[src/rtl/rcm_pkg.sv]
package rcm_pkg;
  typedef enum logic [1:0] {
    FK_NONE = 2'd0,
    FK_BWD  = 2'd1,
    FK_FWD  = 2'd2
  } fail_kind_e;
endpackage

[src/rtl/rcm_table.sv]
module rcm_table #(
  parameter int NCH   = 2,
  parameter int AW    = 32,
  parameter int OW    = 16,
  parameter int DEPTH = 8
) (
  input  logic          clk_i,
  input  logic          rst_ni,
  input  logic          vld_i  [NCH],
  input  logic [OW-1:0] ord_i  [NCH],
  input  logic [AW-1:0] pc_i   [NCH],
  input  logic [AW-1:0] npc_i  [NCH],
  output logic          prev_hit_o [NCH],
  output logic [AW-1:0] prev_npc_o [NCH],
  output logic          next_hit_o [NCH],
  output logic [AW-1:0] next_pc_o  [NCH]
);
  // DEPTH must be a power of two
  localparam int IW = $clog2(DEPTH);

  logic [DEPTH-1:0] slot_vld;
  logic [OW-1:0]    slot_tag [DEPTH];
  logic [AW-1:0]    slot_pc  [DEPTH];
  logic [AW-1:0]    slot_npc [DEPTH];

  always_ff @(posedge clk_i or negedge rst_ni) begin
    if (!rst_ni) begin
      slot_vld <= '0;
    end else begin
      for (int c = 0; c < NCH; c++)
        if (vld_i[c]) slot_vld[ord_i[c][IW-1:0]] <= 1'b1;
    end
  end

  always_ff @(posedge clk_i) begin
    for (int c = 0; c < NCH; c++) begin
      if (vld_i[c]) begin
        slot_tag[ord_i[c][IW-1:0]] <= ord_i[c];
        slot_pc [ord_i[c][IW-1:0]] <= pc_i[c];
        slot_npc[ord_i[c][IW-1:0]] <= npc_i[c];
      end
    end
  end

  for (genvar c = 0; c < NCH; c++) begin : g_lk
    logic [OW-1:0] pord, nord;
    assign pord = ord_i[c] - OW'(1);
    assign nord = ord_i[c] + OW'(1);
    assign prev_hit_o[c] = slot_vld[pord[IW-1:0]] && (slot_tag[pord[IW-1:0]] == pord);
    assign prev_npc_o[c] = slot_npc[pord[IW-1:0]];
    assign next_hit_o[c] = slot_vld[nord[IW-1:0]] && (slot_tag[nord[IW-1:0]] == nord);
    assign next_pc_o[c]  = slot_pc[nord[IW-1:0]];
  end
endmodule

[src/rtl/rcm_lane.sv]
module rcm_lane #(
  parameter int NCH  = 2,
  parameter int AW   = 32,
  parameter int OW   = 16,
  parameter int LANE = 0
) (
  input  logic          clk_i,
  input  logic          rst_ni,
  input  logic          vld_i [NCH],
  input  logic [OW-1:0] ord_i [NCH],
  input  logic [AW-1:0] pc_i  [NCH],
  input  logic [AW-1:0] npc_i [NCH],
  input  logic          prev_hit_i,
  input  logic [AW-1:0] prev_npc_i,
  input  logic          next_hit_i,
  input  logic [AW-1:0] next_pc_i,
  output logic          fail_o,
  output logic [OW-1:0] fail_ord_o,
  output logic [AW-1:0] fail_exp_o,
  output logic [AW-1:0] fail_act_o
);
  import rcm_pkg::*;

  logic [OW-1:0] pord;
  logic          same_hit;
  logic [AW-1:0] same_npc;
  logic          have_pred;
  logic [AW-1:0] pred_npc;
  fail_kind_e    kind;

  assign pord = ord_i[LANE] - OW'(1);

  // predecessor retiring in the same cycle on another channel
  always_comb begin
    same_hit = 1'b0;
    same_npc = '0;
    for (int j = 0; j < NCH; j++) begin
      if (j != LANE && vld_i[j] && ord_i[j] == pord) begin
        same_hit = 1'b1;
        same_npc = npc_i[j];
      end
    end
  end

  assign have_pred = same_hit || prev_hit_i;
  assign pred_npc  = same_hit ? same_npc : prev_npc_i;

  always_comb begin
    kind = FK_NONE;
    if (vld_i[LANE]) begin
      if (have_pred && pred_npc != pc_i[LANE])            kind = FK_BWD;
      else if (next_hit_i && next_pc_i != npc_i[LANE])    kind = FK_FWD;
    end
  end

  always_comb begin
    fail_o     = (kind != FK_NONE);
    fail_ord_o = '0;
    fail_exp_o = '0;
    fail_act_o = '0;
    if (kind == FK_BWD) begin
      fail_ord_o = ord_i[LANE];
      fail_exp_o = pred_npc;
      fail_act_o = pc_i[LANE];
    end else if (kind == FK_FWD) begin
      fail_ord_o = ord_i[LANE] + OW'(1);
      fail_exp_o = npc_i[LANE];
      fail_act_o = next_pc_i;
    end
  end

  AST_INVALID_QUIET: assert property (@(posedge clk_i) disable iff (!rst_ni)
    !vld_i[LANE] |-> !fail_o);
endmodule

[src/rtl/rcm_err_latch.sv]
module rcm_err_latch #(
  parameter int NCH = 2,
  parameter int AW  = 32,
  parameter int OW  = 16
) (
  input  logic          clk_i,
  input  logic          rst_ni,
  input  logic          fail_i     [NCH],
  input  logic [OW-1:0] fail_ord_i [NCH],
  input  logic [AW-1:0] fail_exp_i [NCH],
  input  logic [AW-1:0] fail_act_i [NCH],
  output logic          err_o,
  output logic [OW-1:0] err_ord_o,
  output logic [AW-1:0] err_exp_pc_o,
  output logic [AW-1:0] err_act_pc_o
);
  logic          any_fail;
  logic [OW-1:0] sel_ord;
  logic [AW-1:0] sel_exp, sel_act;

  // lowest channel wins
  always_comb begin
    any_fail = 1'b0;
    sel_ord  = '0;
    sel_exp  = '0;
    sel_act  = '0;
    for (int c = NCH-1; c >= 0; c--) begin
      if (fail_i[c]) begin
        any_fail = 1'b1;
        sel_ord  = fail_ord_i[c];
        sel_exp  = fail_exp_i[c];
        sel_act  = fail_act_i[c];
      end
    end
  end

  always_ff @(posedge clk_i or negedge rst_ni) begin
    if (!rst_ni) begin
      err_o        <= 1'b0;
      err_ord_o    <= '0;
      err_exp_pc_o <= '0;
      err_act_pc_o <= '0;
    end else if (!err_o && any_fail) begin
      err_o        <= 1'b1;
      err_ord_o    <= sel_ord;
      err_exp_pc_o <= sel_exp;
      err_act_pc_o <= sel_act;
    end
  end

  AST_ERR_STICKY: assert property (@(posedge clk_i) disable iff (!rst_ni)
    err_o |=> err_o);
  AST_REC_HOLD: assert property (@(posedge clk_i) disable iff (!rst_ni)
    err_o |=> ($stable(err_ord_o) && $stable(err_exp_pc_o) && $stable(err_act_pc_o)));
  AST_REC_DIFFERS: assert property (@(posedge clk_i) disable iff (!rst_ni)
    err_o |-> (err_exp_pc_o != err_act_pc_o));
  AST_RISE_CAUSE: assert property (@(posedge clk_i) disable iff (!rst_ni)
    $rose(err_o) |-> $past(any_fail));
endmodule

[src/rtl/retire_chain_mon.sv]
module retire_chain_mon #(
  parameter int NCH   = 2,
  parameter int AW    = 32,
  parameter int OW    = 16,
  parameter int DEPTH = 8
) (
  input  logic              clk_i,
  input  logic              rst_ni,
  input  logic [NCH-1:0]    ret_vld_i,
  input  logic [NCH*OW-1:0] ret_ord_i,
  input  logic [NCH*AW-1:0] ret_pc_i,
  input  logic [NCH*AW-1:0] ret_npc_i,
  output logic              err_o,
  output logic [OW-1:0]     err_ord_o,
  output logic [AW-1:0]     err_exp_pc_o,
  output logic [AW-1:0]     err_act_pc_o
);
  logic          vld  [NCH];
  logic [OW-1:0] ord  [NCH];
  logic [AW-1:0] pc   [NCH];
  logic [AW-1:0] npc  [NCH];
  logic          prev_hit [NCH];
  logic [AW-1:0] prev_npc [NCH];
  logic          next_hit [NCH];
  logic [AW-1:0] next_pc  [NCH];
  logic          fail     [NCH];
  logic [OW-1:0] fail_ord [NCH];
  logic [AW-1:0] fail_exp [NCH];
  logic [AW-1:0] fail_act [NCH];

  for (genvar c = 0; c < NCH; c++) begin : g_ch
    assign vld[c] = ret_vld_i[c];
    assign ord[c] = ret_ord_i[c*OW +: OW];
    assign pc[c]  = ret_pc_i[c*AW +: AW];
    assign npc[c] = ret_npc_i[c*AW +: AW];

    rcm_lane #(.NCH(NCH), .AW(AW), .OW(OW), .LANE(c)) u_lane (
      .clk_i      (clk_i),
      .rst_ni     (rst_ni),
      .vld_i      (vld),
      .ord_i      (ord),
      .pc_i       (pc),
      .npc_i      (npc),
      .prev_hit_i (prev_hit[c]),
      .prev_npc_i (prev_npc[c]),
      .next_hit_i (next_hit[c]),
      .next_pc_i  (next_pc[c]),
      .fail_o     (fail[c]),
      .fail_ord_o (fail_ord[c]),
      .fail_exp_o (fail_exp[c]),
      .fail_act_o (fail_act[c])
    );
  end

  rcm_table #(.NCH(NCH), .AW(AW), .OW(OW), .DEPTH(DEPTH)) u_table (
    .clk_i      (clk_i),
    .rst_ni     (rst_ni),
    .vld_i      (vld),
    .ord_i      (ord),
    .pc_i       (pc),
    .npc_i      (npc),
    .prev_hit_o (prev_hit),
    .prev_npc_o (prev_npc),
    .next_hit_o (next_hit),
    .next_pc_o  (next_pc)
  );

  rcm_err_latch #(.NCH(NCH), .AW(AW), .OW(OW)) u_err (
    .clk_i        (clk_i),
    .rst_ni       (rst_ni),
    .fail_i       (fail),
    .fail_ord_i   (fail_ord),
    .fail_exp_i   (fail_exp),
    .fail_act_i   (fail_act),
    .err_o        (err_o),
    .err_ord_o    (err_ord_o),
    .err_exp_pc_o (err_exp_pc_o),
    .err_act_pc_o (err_act_pc_o)
  );

  AST_RESET_CLEAR: assert property (@(posedge clk_i) disable iff (!rst_ni)
    !$past(rst_ni) |-> !err_o);
endmodule

[config.mk]
export PLATFORM = sky130hd
export DESIGN_NAME = retire_chain_mon
export DESIGN_NICKNAME = d
export VERILOG_FILES = /design/src/rtl/rcm_pkg.sv /design/src/rtl/rcm_table.sv /design/src/rtl/rcm_lane.sv /design/src/rtl/rcm_err_latch.sv /design/src/rtl/retire_chain_mon.sv
export SDC_FILE = /design/constraint.sdc
export NUM_CORES = 2
export LEC_CHECK = 0
export BUFFER_PORTS_ARGS = -buffer_cell sky130_fd_sc_hd__buf_2
export CAP_MARGIN = 0
export CORE_MARGIN = 4
export CORE_UTILIZATION = 40
export CTS_BUF_LIST = sky130_fd_sc_hd__clkbuf_4
export CTS_CLUSTER_DIAMETER = 100
export DETAILED_ROUTE_END_ITERATION = 10
export PLACE_DENSITY = 0.67
export SYNTH_ARGS = -nofsm -noshare
export SYNTH_HDL_FRONTEND = slang
export SYNTH_SLANG_ARGS = --single-unit
[constraint.sdc]
create_clock -name clk_i -period 6.8 [get_ports clk_i]
set_input_delay 0 -clock clk_i [delete_from_list [all_inputs] [get_ports clk_i]]
set_output_delay 0 -clock clk_i [all_outputs]
set_load 0.02 [all_outputs]
==> out/qor.yml <==
status: "complete, but fails checks"
violations: "setup timing"
total_power_mw: 12.8
place_ws_ns: 0.409
crit_end: "u_err.err_exp_pc_o[28]"
pwr-share-seq_pct: 41.5
start_util_pct: 40.3
antenna_found_initial: 34
fp.dieW_um: 364
grt_pass1_vias: 41906
clock_latency_ns: 1.28
power_frac_comb_pct: 24.7
synth_cell_types: 87
gp_congestion: 1.04
rr_startpoint: "u_table.slot_npc[7][9]"
crit_path_start: "ret_ord_i[1]"
clock-root-buffer: "clkbuf_4"
dp_cells: 5655
num_vias: 44302
switchingPower_mw: 4.17
period_needed_ns: 6.93
gr-usage-all-layers_pct: 33.5
cp-end-kind: "register"
final_common_cell: "edfxtp_1"
tightest_slew_ns: 1.28
rsz0062_at_grt: "no"
relSlewSlack_pct: 13.8
critPathLaunchType: "input port"
async_flop_share_pct: 12.2
fin_util_pct: 48.2
rows: 130
grt_max_degree: 93
switching_share_pct: 32.6
clock_path_buffers: 3
hpwl_um: 140000
clkPwrFrac_pct: 33.8
die_h_um: 364
core_region_area_um2: 126000
crit_arrival_ns: 8.13
setup_slack_ns: -0.129
maxCapViolCount: 0
cts_tree: "yes"
firstDrtPassIters: 9
ys.flop_type: "edfxtp_1"
fin_crit_sh_pct: 102
instances_no_fill: 6488
vdd_drop_max_uv: 180
syn_to_final_growth_pct: 19.6
required_ns: 8.00
syn_inst: 4112
htree_levels: 4
power.leakage_nw: 21.6
ys.warnings.count: 0
drtIter0Drc: 7807
drt-vias-per-instance: 6.83
r2r_setup_slack_ns: 0.75
synth-seq-cells: 729
drc: 0
routed_wl_um: 228000
io_pins: 245
antenna_left: 0
final_cell_mix: "640 x edfxtp_1, 558 x mux2_2, 436 x dlygate4sd3_1"
critPathMaxFanout: 83
grt_pass1_wl_um: 318000
r2r_cells: 15
critical_path_class: "in -> reg"
maxSlewViolCount: 0
post_cts_buffers: 0
numCtsBuffers: 197
avgRoutedWirePerCell_um: 35.2
fin_nets: 4809
fin_worst_skew_ns: 0.119
worstReg2RegEnd: "u_err.err_exp_pc_o[28]"
dieArea_um2: 133000
clock_sinks: 729
synth_fp_nets: 4280
netlist_area_um2: 50800
drive_gt1_share_pct: 35.4
min_path_type: "in -> reg"
synth-edff-count: 640
intPower_mw: 8.61
clk_pin_slew_worst_paths_ns: 0.07
avgSynthCellArea_um2: 12.4
max_freq_mhz: 144
io_buffers: 244
fin_hold_ws_ns: 0.0606
yosysSeqAreaShare_pct: 42.2
hold_violations: 0
grt.overflow.total: 0
finalSetupViolations: 2
p_per_area_nw_per_um2: 210
## metal layers
layer / vias up / global-route usage [%] / wire (µm)
li1: 17128 / - / -
met1: 21861 / 42.1 / 78400
met2: 4246 / 49.1 / 96200
met3: 1045 / 13.2 / 36500
met4: 22 / 19.3 / 17100
met5: - / 0 / 162
## how the worst min path moves through the flow
stage / cells after the start / to / slack, ns / start
after floorplan: 0 / u_err.err_act_pc_o[0] / -0.30 / rst_ni
after global placement: 1 / u_err.err_act_pc_o[25] / 0.07 / rst_ni
after detailed placement: 1 / u_err.err_act_pc_o[25] / 0.07 / rst_ni
after CTS: 3 / u_table.slot_tag[7][11] / 0.00004 / ret_ord_i[11]
after global routing: 3 / u_table.slot_npc[6][15] / 0.02 / ret_npc_i[47]
final: 3 / u_table.slot_tag[1][10] / 0.06 / ret_ord_i[10]
## timing repair
item | CTS | global route
resized for setup | 0 | 6
endpoints found under the hold margin | 918 | 0
endpoints found under the setup margin | 0 | 2
hold buffers | 437 | 0
## power groups by stage
stage               sequential [mW]  combinational, mW  clock, mW
floorplan                      5.36               1.78          0
global placement               5.37               2.74          0
detailed placement             5.38               2.77          0
CTS                            5.29               3.02       4.29
global route                   5.32               3.21       4.57
finish                         5.30               3.16       4.32
## critical path, cell delays in order
cell           delay [ns]
dlygate4sd3_1        0.52
buf_2                0.14
dlygate4sd3_1        0.59
buf_4                0.29
ha_1                 0.37
xor2_4               0.52
buf_12               0.36
mux2i_1              0.60
xnor2_1              0.32
nor4_2               0.59
nand4_1              0.25
nor2_1               0.58
a211oi_2             0.19
buf_4                0.20
nand2_1              0.12
o31ai_4              0.12
o41a_2               0.52
buf_12               0.24
o2111ai_1            0.14
dlygate4sd3_1        0.57
o21a_1               0.11
dlygate4sd3_1        0.54
## kinds of logic after synthesis
family | count (synthesis) | share of synthesized area (%)
AO/OA/AOI/OAI | 498 | 6.64
XOR/XNOR | 307 | 5.49
adder cells (fa/ha/maj) | 4 | 0.0986
buffers and inverters | 502 | 4.11
flip-flops | 729 | 42.2
multiplexers | 1113 | 32.4
AND/OR/NAND/NOR | 959 | 9.04
## sequential cells by signal, indices dropped and copies added (netlist names)
register,flops
u_err.err_act_pc_o,32
u_err.err_exp_pc_o,32
u_err.err_o,1
u_err.err_ord_o,16
u_table.slot_npc,256
u_table.slot_pc,256
u_table.slot_tag,128
u_table.slot_vld,8
## Yosys cell counts (all sizes together), types with 7 or more instances
master / number / area [µm²]
a211oi: 21 / 163
a21oi: 65 / 329
a221oi: 40 / 350
a31oi: 51 / 319
and2: 19 / 119
and3: 39 / 244
and4: 7 / 61.3
buf: 144 / 743
clkbuf: 324 / 1220
dfrtp: 89 / 2230
edfxtp: 640 / 19200
inv: 31 / 116
mux2: 588 / 6730
mux2i: 168 / 1680
mux4: 357 / 8040
nand2: 373 / 1400
nand2b: 15 / 93.8
nand3: 108 / 546
nand3b: 8 / 60.1
nand4: 43 / 269
nor2: 169 / 634
nor2b: 9 / 56.3
nor3: 60 / 327
nor4: 43 / 297
o2111ai: 12 / 105
o211ai: 31 / 233
o21a: 9 / 67.6
o21ai: 144 / 728
o221ai: 34 / 298
o22ai: 15 / 93.8
o31ai: 13 / 111
or2: 18 / 113
or3: 13 / 86.3
or4: 20 / 150
xnor2: 219 / 1920
xor2: 81 / 709
## final cells by class
cell class | count | area [µm²]
clock inverters | 64 | 388
inverters | 34 | 128
repair buffers | 798 | 6780
diodes | 29 | 72.6
flip-flops and latches | 729 | 21400
fillers | 11150 | 65200
well taps | 1650 | 2060
clock buffers | 303 | 2270
multi-input cells | 2881 | 27600
## per-stage QoR
| step | instance area [µm²] | setup TNS, ns |
|---|---|---|
| global route | 60700 | 0 |
| detailed placement | 53600 | 0 |
| finish | 60700 | -0.249 |
| global placement | 53600 | 0 |
| floorplan | 50800 | -283.72 |
| CTS | 60600 | 0 |
Power figures use the tool's default switching activity.
